`src/rtl/ovs_rx.sv`:
```
module ovs_rx #(
  parameter int DATA_W      = 9,
  parameter int SYNC_STAGES = 2
) (
  input  logic              clk,
  input  logic              rst_n,
  input  logic              rx_en,
  input  logic              line_in,
  input  logic              os_tick,
  input  logic              dbl_speed,
  input  logic [2:0]        cfg_len,
  input  logic              par_en,
  input  logic              par_odd,
  input  logic              rd_stb,
  output logic [DATA_W-1:0] rd_data,
  output logic              rd_ferr,
  output logic              rd_perr,
  output logic              rd_ovr,
  output logic              rx_done
);

  localparam int EW = DATA_W + 3;
  localparam int BW = $clog2(DATA_W + 1);
  localparam logic [BW-1:0] NB_MAX = BW'(DATA_W);

  typedef enum logic [2:0] {S_IDLE, S_START, S_DATA, S_PAR, S_STOP} st_t;

  logic [SYNC_STAGES-1:0] sy;
  logic                   ln_s, ln_q;
  st_t                    st;
  logic [4:0]             ph, cur, per, mid;
  logic [BW-1:0]          bi, nb;
  logic [3:0]             nb_raw;
  logic [1:0]             vt;
  logic [DATA_W-1:0]      sh;
  logic                   pb;
  logic                   take, vote, decide, bit_end;
  logic                   start_ok, frame_done;
  logic                   perr_new, ferr_new;

  logic [EW-1:0]          mem [2];
  logic                   wp, rp;
  logic [1:0]             cnt;
  logic                   wv, ovp;
  logic [EW-2:0]          wd;
  logic                   pop, room, wait_push, drop, push;
  logic [EW-2:0]          new_ent, push_ent;

  assign ln_s = sy[SYNC_STAGES-1];

  always_ff @(posedge clk or negedge rst_n)
    if (!rst_n) sy <= '1;
    else        sy <= {sy[SYNC_STAGES-2:0], line_in};

  assign per  = dbl_speed ? 5'd8 : 5'd16;
  assign mid  = dbl_speed ? 5'd4 : 5'd8;
  assign cur  = (ph == per) ? 5'd1 : ph + 5'd1;
  assign take = os_tick && (st != S_IDLE);
  assign vote = (vt[1] & vt[0]) | (vt[1] & ln_s) | (vt[0] & ln_s);
  assign decide  = take && (cur == mid + 5'd2);
  assign bit_end = take && (cur == per);
  assign start_ok   = decide && (st == S_START) && !vote;
  assign frame_done = decide && (st == S_STOP);

  assign nb_raw = (cfg_len > 3'd4) ? 4'd9 : {1'b0, cfg_len} + 4'd5;
  assign nb     = (BW'(nb_raw) > NB_MAX) ? NB_MAX : BW'(nb_raw);

  assign perr_new = par_en & (pb ^ (^sh) ^ par_odd);
  assign ferr_new = !vote;
  assign new_ent  = {perr_new, ferr_new, sh};

  always_ff @(posedge clk or negedge rst_n) begin
    if (!rst_n) begin
      st   <= S_IDLE;
      ph   <= '0;
      bi   <= '0;
      vt   <= '0;
      sh   <= '0;
      pb   <= 1'b0;
      ln_q <= 1'b1;
    end else if (!rx_en) begin
      st   <= S_IDLE;
      ln_q <= ln_s;
    end else if (os_tick) begin
      ln_q <= ln_s;
      if (st == S_IDLE) begin
        if (ln_q && !ln_s) begin
          st <= S_START;
          ph <= 5'd1;
          sh <= '0;
        end
      end else begin
        ph <= cur;
        if (cur == mid || cur == mid + 5'd1) vt <= {vt[0], ln_s};
        if (decide) begin
          case (st)
            S_START: if (vote) st <= S_IDLE;
            S_DATA:  sh[bi] <= vote;
            S_PAR:   pb <= vote;
            S_STOP:  st <= S_IDLE;
            default: ;
          endcase
        end
        if (bit_end) begin
          case (st)
            S_START: begin st <= S_DATA; bi <= '0; end
            S_DATA:
              if (bi == nb - BW'(1)) st <= par_en ? S_PAR : S_STOP;
              else                   bi <= bi + BW'(1);
            S_PAR:   st <= S_STOP;
            default: ;
          endcase
        end
      end
    end
  end

  assign pop       = rd_stb && (cnt != 2'd0);
  assign room      = (cnt != 2'd2) || pop;
  assign wait_push = wv && room;
  assign drop      = start_ok && wv && !wait_push;
  assign push      = wait_push || (frame_done && room);
  assign push_ent  = wv ? wd : new_ent;

  always_ff @(posedge clk or negedge rst_n) begin
    if (!rst_n) begin
      cnt <= '0;
      wp  <= 1'b0;
      rp  <= 1'b0;
      wv  <= 1'b0;
      wd  <= '0;
      ovp <= 1'b0;
      for (int i = 0; i < 2; i++) mem[i] <= '0;
    end else if (!rx_en) begin
      cnt <= '0;
      wp  <= 1'b0;
      rp  <= 1'b0;
      wv  <= 1'b0;
      ovp <= 1'b0;
    end else begin
      if (push) begin
        mem[wp] <= {ovp, push_ent};
        wp      <= ~wp;
      end
      if (pop) rp <= ~rp;
      cnt <= cnt + {1'b0, push} - {1'b0, pop};
      if (frame_done && !room) begin
        wv <= 1'b1;
        wd <= new_ent;
      end else if (wait_push || drop) begin
        wv <= 1'b0;
      end
      if (drop)      ovp <= 1'b1;
      else if (push) ovp <= 1'b0;
    end
  end

  assign rd_data = mem[rp][DATA_W-1:0];
  assign rd_ferr = mem[rp][DATA_W];
  assign rd_perr = mem[rp][DATA_W+1];
  assign rd_ovr  = mem[rp][DATA_W+2];
  assign rx_done = (cnt != 2'd0);

endmodule

```
`config.mk`:
```
export PLATFORM = sky130hd
export DESIGN_NAME = ovs_rx
export DESIGN_NICKNAME = d
export VERILOG_FILES = /design/src/rtl/ovs_rx.sv
export SDC_FILE = /design/constraint.sdc
export NUM_CORES = 1
export LEC_CHECK = 0
export BUFFER_PORTS_ARGS = -buffer_cell sky130_fd_sc_hd__buf_2
export CORE_AREA = 10 10 105 107
export DETAILED_ROUTE_END_ITERATION = 7
export DIE_AREA = 0 0 115 117
export GPL_ROUTABILITY_DRIVEN = 0
export SYNTH_ARGS = -nofsm -noshare
export SYNTH_HDL_FRONTEND = slang
export SYNTH_SLANG_ARGS = --single-unit
```
`constraint.sdc`:
```
create_clock -name clk -period 3.75 [get_ports clk]
set_input_delay 0.1875 -clock clk [delete_from_list [all_inputs] [get_ports clk]]
set_output_delay 0.1875 -clock clk [all_outputs]
set_load 0.05 [all_outputs]
```
==> impl_metrics.csv, run 1 <==
group,metric,value,unit
critical_path,crit_fanout,8,
outcome,status,"complete, but fails checks",
route,vias,2930,
route,ant_nets,0,
placed_design,place_inst,493,
placed_design,port_buffers,24,
logic_synthesis,synthTopCellsByCount,"65 x dfrtp_1, 37 x nand2_1, 22 x o22a_1, 16 x inv_1",
logic_synthesis,synth_nets,397,
die,fp-row-count,35,
logic_synthesis,yosys-top-cells-area,"dfrtp_1 42%, o22a_1 4.9%, ha_1 3.8%, mux2_1 3.7%, nand2_1 3.6%",
logic_synthesis,avgSynthCellArea,10.5,µm²
die,ios,25,
cells_and_area,post-route-util,0.487,
clock_network,cts_tree,"yes",
route,avgRoutedWirePerCell,16.8,µm
timing,rsz0062_at_grt,"false",
critical_path,end_kind,"register",
critical_path,critPathKind,"reg2reg",
global_routing,grt_first_pass_wirelength,14700,µm
cells_and_area,nFillCells,861,
logic_synthesis,ys_warn_count,0,
critical_path,rrSetupSlack,600,ps
logic_synthesis,synth-seq-cells,68,
clock_network,clockRootBuffer,"clkbuf_8",
outcome,violations,"hold timing",
cells_and_area,multi_input_area,2070,µm²
timing,finalSetupTns,0,ps
cells_and_area,design_area,4400,µm²
cells_and_area,fin_cells,510,
cells_and_area,layout-drive-gt1-share,0.168,
logic_synthesis,syn_inst,373,
timing,hold_viol_final,13,
timing,tightest_slew,972,ps
cells_and_area,layout.nets,418,
logic_synthesis,synth_edf_count,0,
die,die_h,117,µm
die,core_area,9020,µm²
timing,skew,17.2,ps
placed_design,place_area,4120,µm²
critical_path,r2r_start,"ph[0]$_DFFE_PN0P_",
pwr,p_per_area,600,nW/µm²
critical_path,crit_end,"cnt[1]$_DFF_PN0_",
run,maxCapViolCount,0,
critical_path,critical_path_arrival,3390,ps
logic_synthesis,synthFlopType,"dfrtp_1",
pwr,vdd_ir_drop_max,258,µV
timing,report.final.setup_viol,0,
cells_and_area,seqCellArea,1710,µm²
clock_network,cts_resized,0,
timing,finalCritPeriodShare,0.840,
clock_network,clk_pin_slew,90,ps
logic_synthesis,post-synth-top-count-cell,"dfrtp_1",
pwr,p_leak,1.98,nW
die,die_w,115,µm
logic_synthesis,ys_async_sr_fraction,1.00,
route,routed_wl,8560,µm
timing,relSlewSlack,0.352,
placed_design,place_hpwl,6330,µm
cells_and_area,antennaDiodeCount,0,
logic_synthesis,synth_top_area_share,0.416,
global_routing,grt_pass1_vias,2883,
logic_synthesis,syn_area,3910,µm²
clock_network,cts_buffers,9,
critical_path,cp-startpoint,"ph[0]$_DFFE_PN0P_",
route,routed_via_density,5.75,
route,drtIter0Drc,228,
critical_path,worstReg2RegEnd,"cnt[1]$_DFF_PN0_",
hold_path,hp-class,"in2async",
clock_network,clock_latency,350,ps
logic_synthesis,synthDistinctLibCells,72,
die,initial_utilization,0.433,
critical_path,required,3990,ps
cells_and_area,areaGrowthSynthToFinish,12.5,%
timing,max_freq,318,MHz
global_routing,gr-total-overflow,0,
global_routing,antenna_found_initial,0,
logic_synthesis,yosys.area.top_type,"dfrtp_1",
timing,hold_ws,-22.0,ps
timing,fin_crit,3150,ps
global_routing,groute.usage.overall,0.134,
logic_synthesis,ys_seq_area_frac,0.436,
clock_network,cts_sinks,68,
timing,slew_violations,0,
critical_path,cp-start-kind,"register",
critical_path,r2r_cells,14,
clock_network,post_cts.repair.setup_buffers,0,
clock_network,cts_buffer_depth,2,
route,dr.pass1.iters,5,
route,route.detailed.drc,0,
die,dieArea,13500,µm²
clock_network,ctsHtreeMaxLevel,3,
global_routing,grt_max_degree,44,
[cells by family (layout without fill, tap and decap cells)]
| logic type | after synthesis | in the layout | share of synthesized area |
|---|---|---|---|
| AO/OA/AOI/OAI | 96 | 96 | 0.196 |
| adder cells (fa/ha/maj) | 12 | 12 | 0.0384 |
| AND/OR/NAND/NOR | 112 | 112 | 0.159 |
| buffers and inverters | 35 | 61 | 0.0352 |
| XOR/XNOR | 15 | 15 | 0.0371 |
| multiplexers | 35 | 35 | 0.0976 |
| flip-flops | 68 | 68 | 0.436 |
[critical path: stages, from the launching register on]
cell and delay (ps):
dfrtp_1 460, inv_1 110, ha_1 230, inv_1 60, o311ai_1 430, and4_1 270, a21bo_2 280, a21oi_1 250
inv_1 70, ha_1 270, inv_1 40, ha_1 170, xnor2_1 130, xnor2_1 120, and2_1 150
[worst min-delay path by stage]
stage	startpoint	end	slack, ps	cells past startpoint
after floorplan	rst_n	bi[0]$_DFFE_PN0P_	-110	0
after CTS	rst_n	mem[8]$_DFFE_PN0P_	20	1
final	rst_n	mem[8]$_DFFE_PN0P_	-20	1
after detailed placement	line_in	sy[0]$_DFF_PN1_	300	1
after global placement	line_in	sy[0]$_DFF_PN1_	290	1
after global routing	rst_n	mem[8]$_DFFE_PN0P_	60	1
[cell type report]
class                   instances  area share
clock buffers                  10      0.0290
clock inverters                 6      0.0313
inverters                      16      0.0137
multi-input cells             270       0.470
flip-flops and latches         68       0.388
well taps                     111      0.0316
repair buffers                 29      0.0364
[state kept, by name, summed over array words and instances (netlist names), 3 cells and up]
register	count
mem	24
ph	5
st	3
sh	9
bi	4
wd	11
[where the power goes]
part | switching, mW | internal (mW) | total, mW
combinational | 0.594 | 0.308 | 0.901
clock | 0.290 | 0.512 | 0.801
sequential | 0.107 | 0.829 | 0.936
[cells in the final DEF (no fill, tap or decap), types with 8 or more instances in the layout]
cell      Yosys  routed
dfrtp_1      65      65
nand2_1      37      37
buf_2         5      24
o22a_1       22      22
inv_1        16      16
mux2_1       13      13
mux2_2       12      12
o21ai_0      12      12
nand3_1      12      12
ha_1         12      12
xnor2_1      11      11
mux2i_1      10      10
nor2_1        9       9
and3_1        9       9
clkbuf_8      0       9
a221o_1       8       8
[per-stage QoR]
step	power [mW]	setup slack, ps
after floorplan	1.66	875
after global placement	1.85	736
after detailed placement	1.86	623
after CTS	2.67	604
after global routing	2.77	258
final	2.64	601
[per-layer routing]
| metal | vias to the layer above | global-route usage | part of all wire |
|---|---|---|---|
| met3 | 12 | 0.0301 | 0.043 |
| met4 | 0 | 0.0528 | 0.014 |
| met5 | - | 0 | 0 |
| met1 | 1416 | 0.178 | 0.49 |
| li1 | 1444 | - | - |
| met2 | 58 | 0.206 | 0.46 |
[timing repair]
action                     in CTS  in global routing
setup endpoints to repair       0                  0
hold buffers                    1                  0
hold endpoints to repair        1                  0
(Power assumes the default switching activity.)
==> inputs of run 2 (changes only) <==
==> constraint.sdc (replaced) <==
create_clock -name clk -period 3.1 [get_ports clk]
set_input_delay 0.155 -clock clk [delete_from_list [all_inputs] [get_ports clk]]
set_output_delay 0.155 -clock clk [all_outputs]
set_load 0.05 [all_outputs]
==> run 2 against run 1 <==
Against the previous run:
- the run still ends with hold timing left
- fmax is 10% higher
- sequential share of layout area is 0.22 points lower
- die area stayed put
- via count is 0.75% higher
- final area is 0.57% higher
- global-route usage is 0.47 points higher
- core utilization is 0.28 points higher
- register-to-register slack worse by 360 ps
- routed wire length is 3.4% higher
- clock power is 1% higher
- critical endpoint unchanged
==> impl_metrics.csv, run 2 (synthesized netlist as in run 1, its figures left out) <==
group,metric,value,unit
cells_and_area,largest_reg_flops,24,
clock_network,post_cts.repair.setup_buffers,0,
timing,fin_crit,2860,ps
run,maxCapViolCount,0,
timing,report.final.setup_viol,0,
clock_network,cts_buffer_depth,2,
critical_path,r2r_start,"ph[1]$_DFFE_PN0P_",
cells_and_area,top_regs,"mem x24, wd x11, sh x9",
global_routing,grt_pass1_vias,2956,
timing,setup_ws,243,ps
placed_design,port_buffers,24,
die,fp-row-count,35,
clock_network,clock_latency,350,ps
cells_and_area,post-route-util,0.490,
pwr,p_per_area,690,nW/µm²
global_routing,groute.usage.overall,0.138,
critical_path,critPathKind,"reg2reg",
outcome,violations,"hold timing",
timing,rsz0062_at_grt,"false",
timing,finalSetupTns,0,ps
die,die_w,115,µm
global_routing,gr-total-overflow,0,
cells_and_area,final_common_cell,"dfrtp_1",
route,routed_via_density,5.70,
cells_and_area,nFillCells,850,
route,route.detailed.drc,0,
outcome,status,"complete, but fails checks",
placed_design,place_hpwl,6380,µm
die,dieArea,13500,µm²
die,initial_utilization,0.433,
critical_path,end_kind,"register",
die,core_area,9020,µm²
route,dr.pass1.iters,4,
cells_and_area,layout-drive-gt1-share,0.192,
critical_path,rrSetupSlack,240,ps
hold_path,hp-class,"in2async",
critical_path,path_cells,"inv_1 > ha_2 > inv_1 > o311ai_2 > and4_1 > a21bo_2 > a21oi_2 > inv_1 > ha_1 > inv_1 > ha_1 > xnor2_1 > xnor2_1 > and2_1",
pwr,vdd_ir_drop_max,286,µV
route,ant_nets,0,
clock_network,cts_buffers,9,
clock_network,clockRootBuffer,"clkbuf_8",
timing,hold_viol_final,5,
placed_design,dpl_worst_slack,121,ps
global_routing,grt_max_degree,69,
route,vias,2952,
cells_and_area,seqCellArea,1710,µm²
critical_path,slowest_stage,"dfrtp_1",
clock_network,cts_tree,"yes",
critical_path,required,3340,ps
cells_and_area,final_cell_mix,"65 x dfrtp_1, 37 x nand2_1, 24 x buf_2",
critical_path,critPathMaxStageDelay,450,ps
global_routing,grt_first_pass_wirelength,15000,µm
route,routed_wl,8850,µm
timing,skew,13.8,ps
cells_and_area,areaGrowthSynthToFinish,13.1,%
critical_path,r2r_cells,14,
die,ios,25,
clock_network,cts_sinks,68,
cells_and_area,regMostFlops,"mem",
cells_and_area,layout.nets,426,
timing,hold_ws,-2.50,ps
pwr,p_leak,1.99,nW
critical_path,crit_fanout,7,
clock_network,clk_pin_slew,80,ps
cells_and_area,antennaDiodeCount,0,
timing,slew_violations,0,
clock_network,ctsHtreeMaxLevel,3,
die,die_h,117,µm
critical_path,critical_path.n_buffers_inverters,4,
placed_design,place_inst,501,
timing,max_freq,350,MHz
critical_path,critical_path_arrival,3100,ps
route,avgRoutedWirePerCell,17.1,µm
route,drtIter0Drc,178,
critical_path,cp-start-kind,"register",
critical_path,worstReg2RegEnd,"cnt[1]$_DFF_PN0_",
timing,tightest_slew,1080,ps
critical_path,path_delay_family,"compound AO/OA/AOI/OAI gates",
critical_path,crit_top_cell,"inv_1",
cells_and_area,fin_cells,518,
timing,finalCritPeriodShare,0.922,
timing,relSlewSlack,0.273,
global_routing,antenna_found_initial,0,
cells_and_area,multi_input_area,2080,µm²
-- run 2: changes by cell type in the layout (fill, tap and decap cells not counted), sizes merged --
cell      delta
buf          +8
clkinvlp     +2
bufinv       -2
-- run 2: timing repair --
| action | in CTS | in global routing |
|---|---|---|
| endpoints found under the setup margin | 0 | 1 |
| hold buffers | 1 | 0 |
| gates resized for setup | 0 | 3 |
| hold endpoints to repair | 1 | 0 |
-- run 2: per-layer routing --
layer	part of all wire	global-route usage
met1	0.47	0.173
met2	0.48	0.231
met3	0.039	0.0367
met4	0.011	0.0371
met5	0	0
-- run 2: worst max path at each step --
stage	startpoint	to	slack, ps	cells after the start
finish	ph[1]$_DFFE_PN0P_	cnt[1]$_DFF_PN0_	240	14
global route	ph[0]$_DFFE_PN0P_	cnt[1]$_DFF_PN0_	20	13
CTS	ph[1]$_DFFE_PN0P_	cnt[1]$_DFF_PN0_	110	14
detailed placement	ph[1]$_DFFE_PN0P_	cnt[1]$_DFF_PN0_	120	14
global placement	ph[1]$_DFFE_PN0P_	cnt[1]$_DFF_PN0_	210	14
floorplan	ph[0]$_DFFE_PN0P_	cnt[1]$_DFF_PN0_	230	14
-- run 2: stage by stage --
step | hold WS [ps] | total power, mW | instance area [µm²]
floorplan | -141 | 2.00 | 3910
global placement | 260 | 2.25 | 4180
detailed placement | 264 | 2.27 | 4180
CTS | 30.2 | 3.08 | 4410
global route | 64.4 | 3.22 | 4420
finish | -2.50 | 3.05 | 4420
-- run 2: layout make-up --
class                           count  area share
Tap cell                          111      0.0314
Sequential cell                    68       0.386
Timing Repair Buffer               37      0.0498
Clock buffer                       10      0.0289
Clock inverter                      6      0.0201
Multi-Input combinational cell    270       0.470
Inverter                           16      0.0136
-- run 2: worst register-to-register path, cell delays in order, from the launching register on --
cell	delay [ps]
dfrtp_1	450
inv_1	110
ha_2	220
inv_1	60
o311ai_2	290
and4_1	240
a21bo_2	280
a21oi_2	180
inv_1	60
ha_1	260
inv_1	40
ha_1	180
xnor2_1	130
xnor2_1	120
and2_1	150
-- run 2: where the power goes --
| group | switching [mW] | internal, mW | leakage (nW) |
|---|---|---|---|
| combinational | 0.731 | 0.385 | 0.999 |
| sequential | 0.121 | 1.00 | 0.891 |
| clock | 0.357 | 0.453 | 0.102 |
| total | 1.21 | 1.84 | 1.99 |
==> inputs of run 3 (changes only) <==
--- a/config.mk
+++ b/config.mk
@@ -7,6 +7,7 @@
 export LEC_CHECK = 0
 export BUFFER_PORTS_ARGS = -buffer_cell sky130_fd_sc_hd__buf_2
 export CORE_AREA = 10 10 105 107
+export CTS_BUF_LIST = sky130_fd_sc_hd__clkbuf_8 sky130_fd_sc_hd__clkbuf_16
 export DETAILED_ROUTE_END_ITERATION = 7
 export DIE_AREA = 0 0 115 117
 export GPL_ROUTABILITY_DRIVEN = 0
==> run 3 against run 2 <==
Against the previous run:
- die area did not move
- sequential share of layout area did not move
- cell count did not move
- sequential power barely moved
- via count barely moved
- first-iteration DRC count rose by 0.56%
- total power fell by 0.10%
- flip-flop and latch count did not move
- the flow still finishes with violations (hold timing)
- core utilization did not move
==> impl_metrics.csv, run 3 (synthesized netlist as in run 1, its figures left out) <==
group,metric,value,unit
critical_path,r2r_start,"ph[1]$_DFFE_PN0P_",
pwr,p_int,1.84,mW
cells_and_area,antennaDiodeCount,0,
cells_and_area,areaGrowthSynthToFinish,13.1,%
outcome,status,"complete, but fails checks",
critical_path,critical_path_arrival,3090,ps
placed_design,place_area,4180,µm²
timing,hold_ws,-2.50,ps
die,ios,25,
route,routed_wl,8850,µm
die,fp-row-count,35,
route,avgRoutedWirePerCell,17.1,µm
timing,slew_violations,0,
global_routing,grt_first_pass_wirelength,15000,µm
route,ant_nets,0,
clock_network,cts_buffers,9,
global_routing,grt_pass1_vias,2956,
clock_network,post_cts.repair.setup_buffers,0,
critical_path,crit_fanout,7,
clock_network,ctsHtreeMaxLevel,3,
critical_path,cp-start-kind,"register",
timing,hold_viol_final,5,
critical_path,end_kind,"register",
pwr,p_sw,1.21,mW
die,initial_utilization,0.433,
clock_network,clockRootBuffer,"clkbuf_8",
timing,setup_ws,243,ps
route,route.detailed.drc,0,
clock_network,clock_latency,350,ps
timing,relSlewSlack,0.273,
timing,skew,14.3,ps
global_routing,gr-total-overflow,0,
placed_design,port_buffers,24,
timing,rsz0062_at_grt,"false",
run,maxCapViolCount,0,
die,die_h,117,µm
cells_and_area,regMostFlops,"mem",
pwr,clkPwrFrac,0.265,
route,drtIter0Drc,179,
timing,finalSetupTns,0,ps
route,highest_layer,"met4",
timing,fin_crit,2860,ps
global_routing,antenna_found_initial,0,
timing,tightest_slew,1080,ps
clock_network,clk_pin_slew,80,ps
cells_and_area,design_area,4420,µm²
global_routing,grt_max_degree,69,
route,dr_wl_met2,4230,µm
cells_and_area,final_cell_mix,"65 x dfrtp_1, 37 x nand2_1, 24 x buf_2",
cells_and_area,top_regs,"mem x24, wd x11, sh x9",
pwr,p_per_area,689,nW/µm²
die,die_w,115,µm
route,vias,2954,
placed_design,place_hpwl,6380,µm
critical_path,cp-startpoint,"ph[1]$_DFFE_PN0P_",
pwr,pwr-share-seq,0.369,
clock_network,cts_tree,"yes",
clock_network,cts_sinks,68,
hold_path,hp-class,"in2async",
die,core_area,9020,µm²
cells_and_area,largest_reg_flops,24,
pwr,p_comb_frac,0.366,
global_routing,groute.usage.overall,0.138,
pwr,sw_frac_of_total,0.397,
critical_path,critPathKind,"reg2reg",
timing,max_freq,350,MHz
route,routed_via_density,5.70,
timing,finalCritPeriodShare,0.921,
pwr,vdd_ir_drop_max,286,µV
cells_and_area,layout.nets,426,
die,dieArea,13500,µm²
timing,report.final.setup_viol,0,
cells_and_area,layout-drive-gt1-share,0.192,
cells_and_area,final_common_cell,"dfrtp_1",
placed_design,dpl_worst_slack,121,ps
pwr,finalPower,3.05,mW
route,met3_length,351,µm
pwr,p_leak,2.00,nW
route,dr.pass1.iters,4,
outcome,violations,"hold timing",
critical_path,required,3340,ps
route,met1_length,4170,µm
clock_network,cts_buffer_depth,2,
run 3: cell types whose count changed in the layout (fill, tap and decap cells not counted):
cell	change
inv_1	+1
clkbuf_1	-1
run 3: path summary, 6_finish.rpt:
path,end,slack [ps],cells after the start
setup / recovery,cnt[1]$_DFF_PN0_,240,14
hold / removal,mem[7]$_DFFE_PN0P_,-3,2
setup reg to reg,cnt[1]$_DFF_PN0_,240,14
hold reg to reg,sy[1]$_DFF_PN1_,350,0
max in group asynchronous,ph[2]$_DFFE_PN0P_,2550,2
min in group clk,wd[10]$_DFFE_PN0P_,140,3
run 3: metrics by stage:
step,instances,util
after detailed placement,501,0.463
after global routing,518,0.490
final,518,0.490
after floorplan,373,-
after global placement,501,0.463
after CTS,518,0.488
run 3: timing repair:
item | 4_1_cts | 5_1_grt
endpoints found under the setup margin | 0 | 1
endpoints found under the hold margin | 1 | 0
hold buffers | 1 | 0
gates resized for setup | 0 | 3
run 3: per-layer routing:
layer | up-vias | global-route usage
met2 | 53 | 0.231
met5 | - | 0
met3 | 9 | 0.0367
met1 | 1443 | 0.173
met4 | 0 | 0.0371
li1 | 1449 | -
run 3: layout make-up:
type	count	area (µm²)
clock buffer	9	124
clock inverter	7	92.6
fill	850	4600
inverter	16	60.1
multi-input combinational	270	2080
sequential	68	1710
tap	111	139
timing repair buffer	37	220
run 3: critical path, cell delays in order, from the launching register on:
cell      delay, ps
dfrtp_1         450
inv_1           110
ha_2            220
inv_1            60
o311ai_2        290
and4_1          240
a21bo_2         280
a21oi_2         180
inv_1            60
ha_1            260
inv_1            40
ha_1            180
xnor2_1         130
xnor2_1         120
and2_1          150
run 3: power by group through the flow:
| stage | Combinational [mW] | Sequential (mW) | Clock [mW] |
|---|---|---|---|
| 3_3_place_gp | 1.12 | 1.13 | 0 |
| 4_1_cts | 1.13 | 1.12 | 0.825 |
| 6_report | 1.12 | 1.12 | 0.807 |
| 3_5_place_dp | 1.12 | 1.14 | 0 |
| 5_1_grt | 1.20 | 1.14 | 0.875 |
| 2_1_floorplan | 0.922 | 1.08 | 0 |
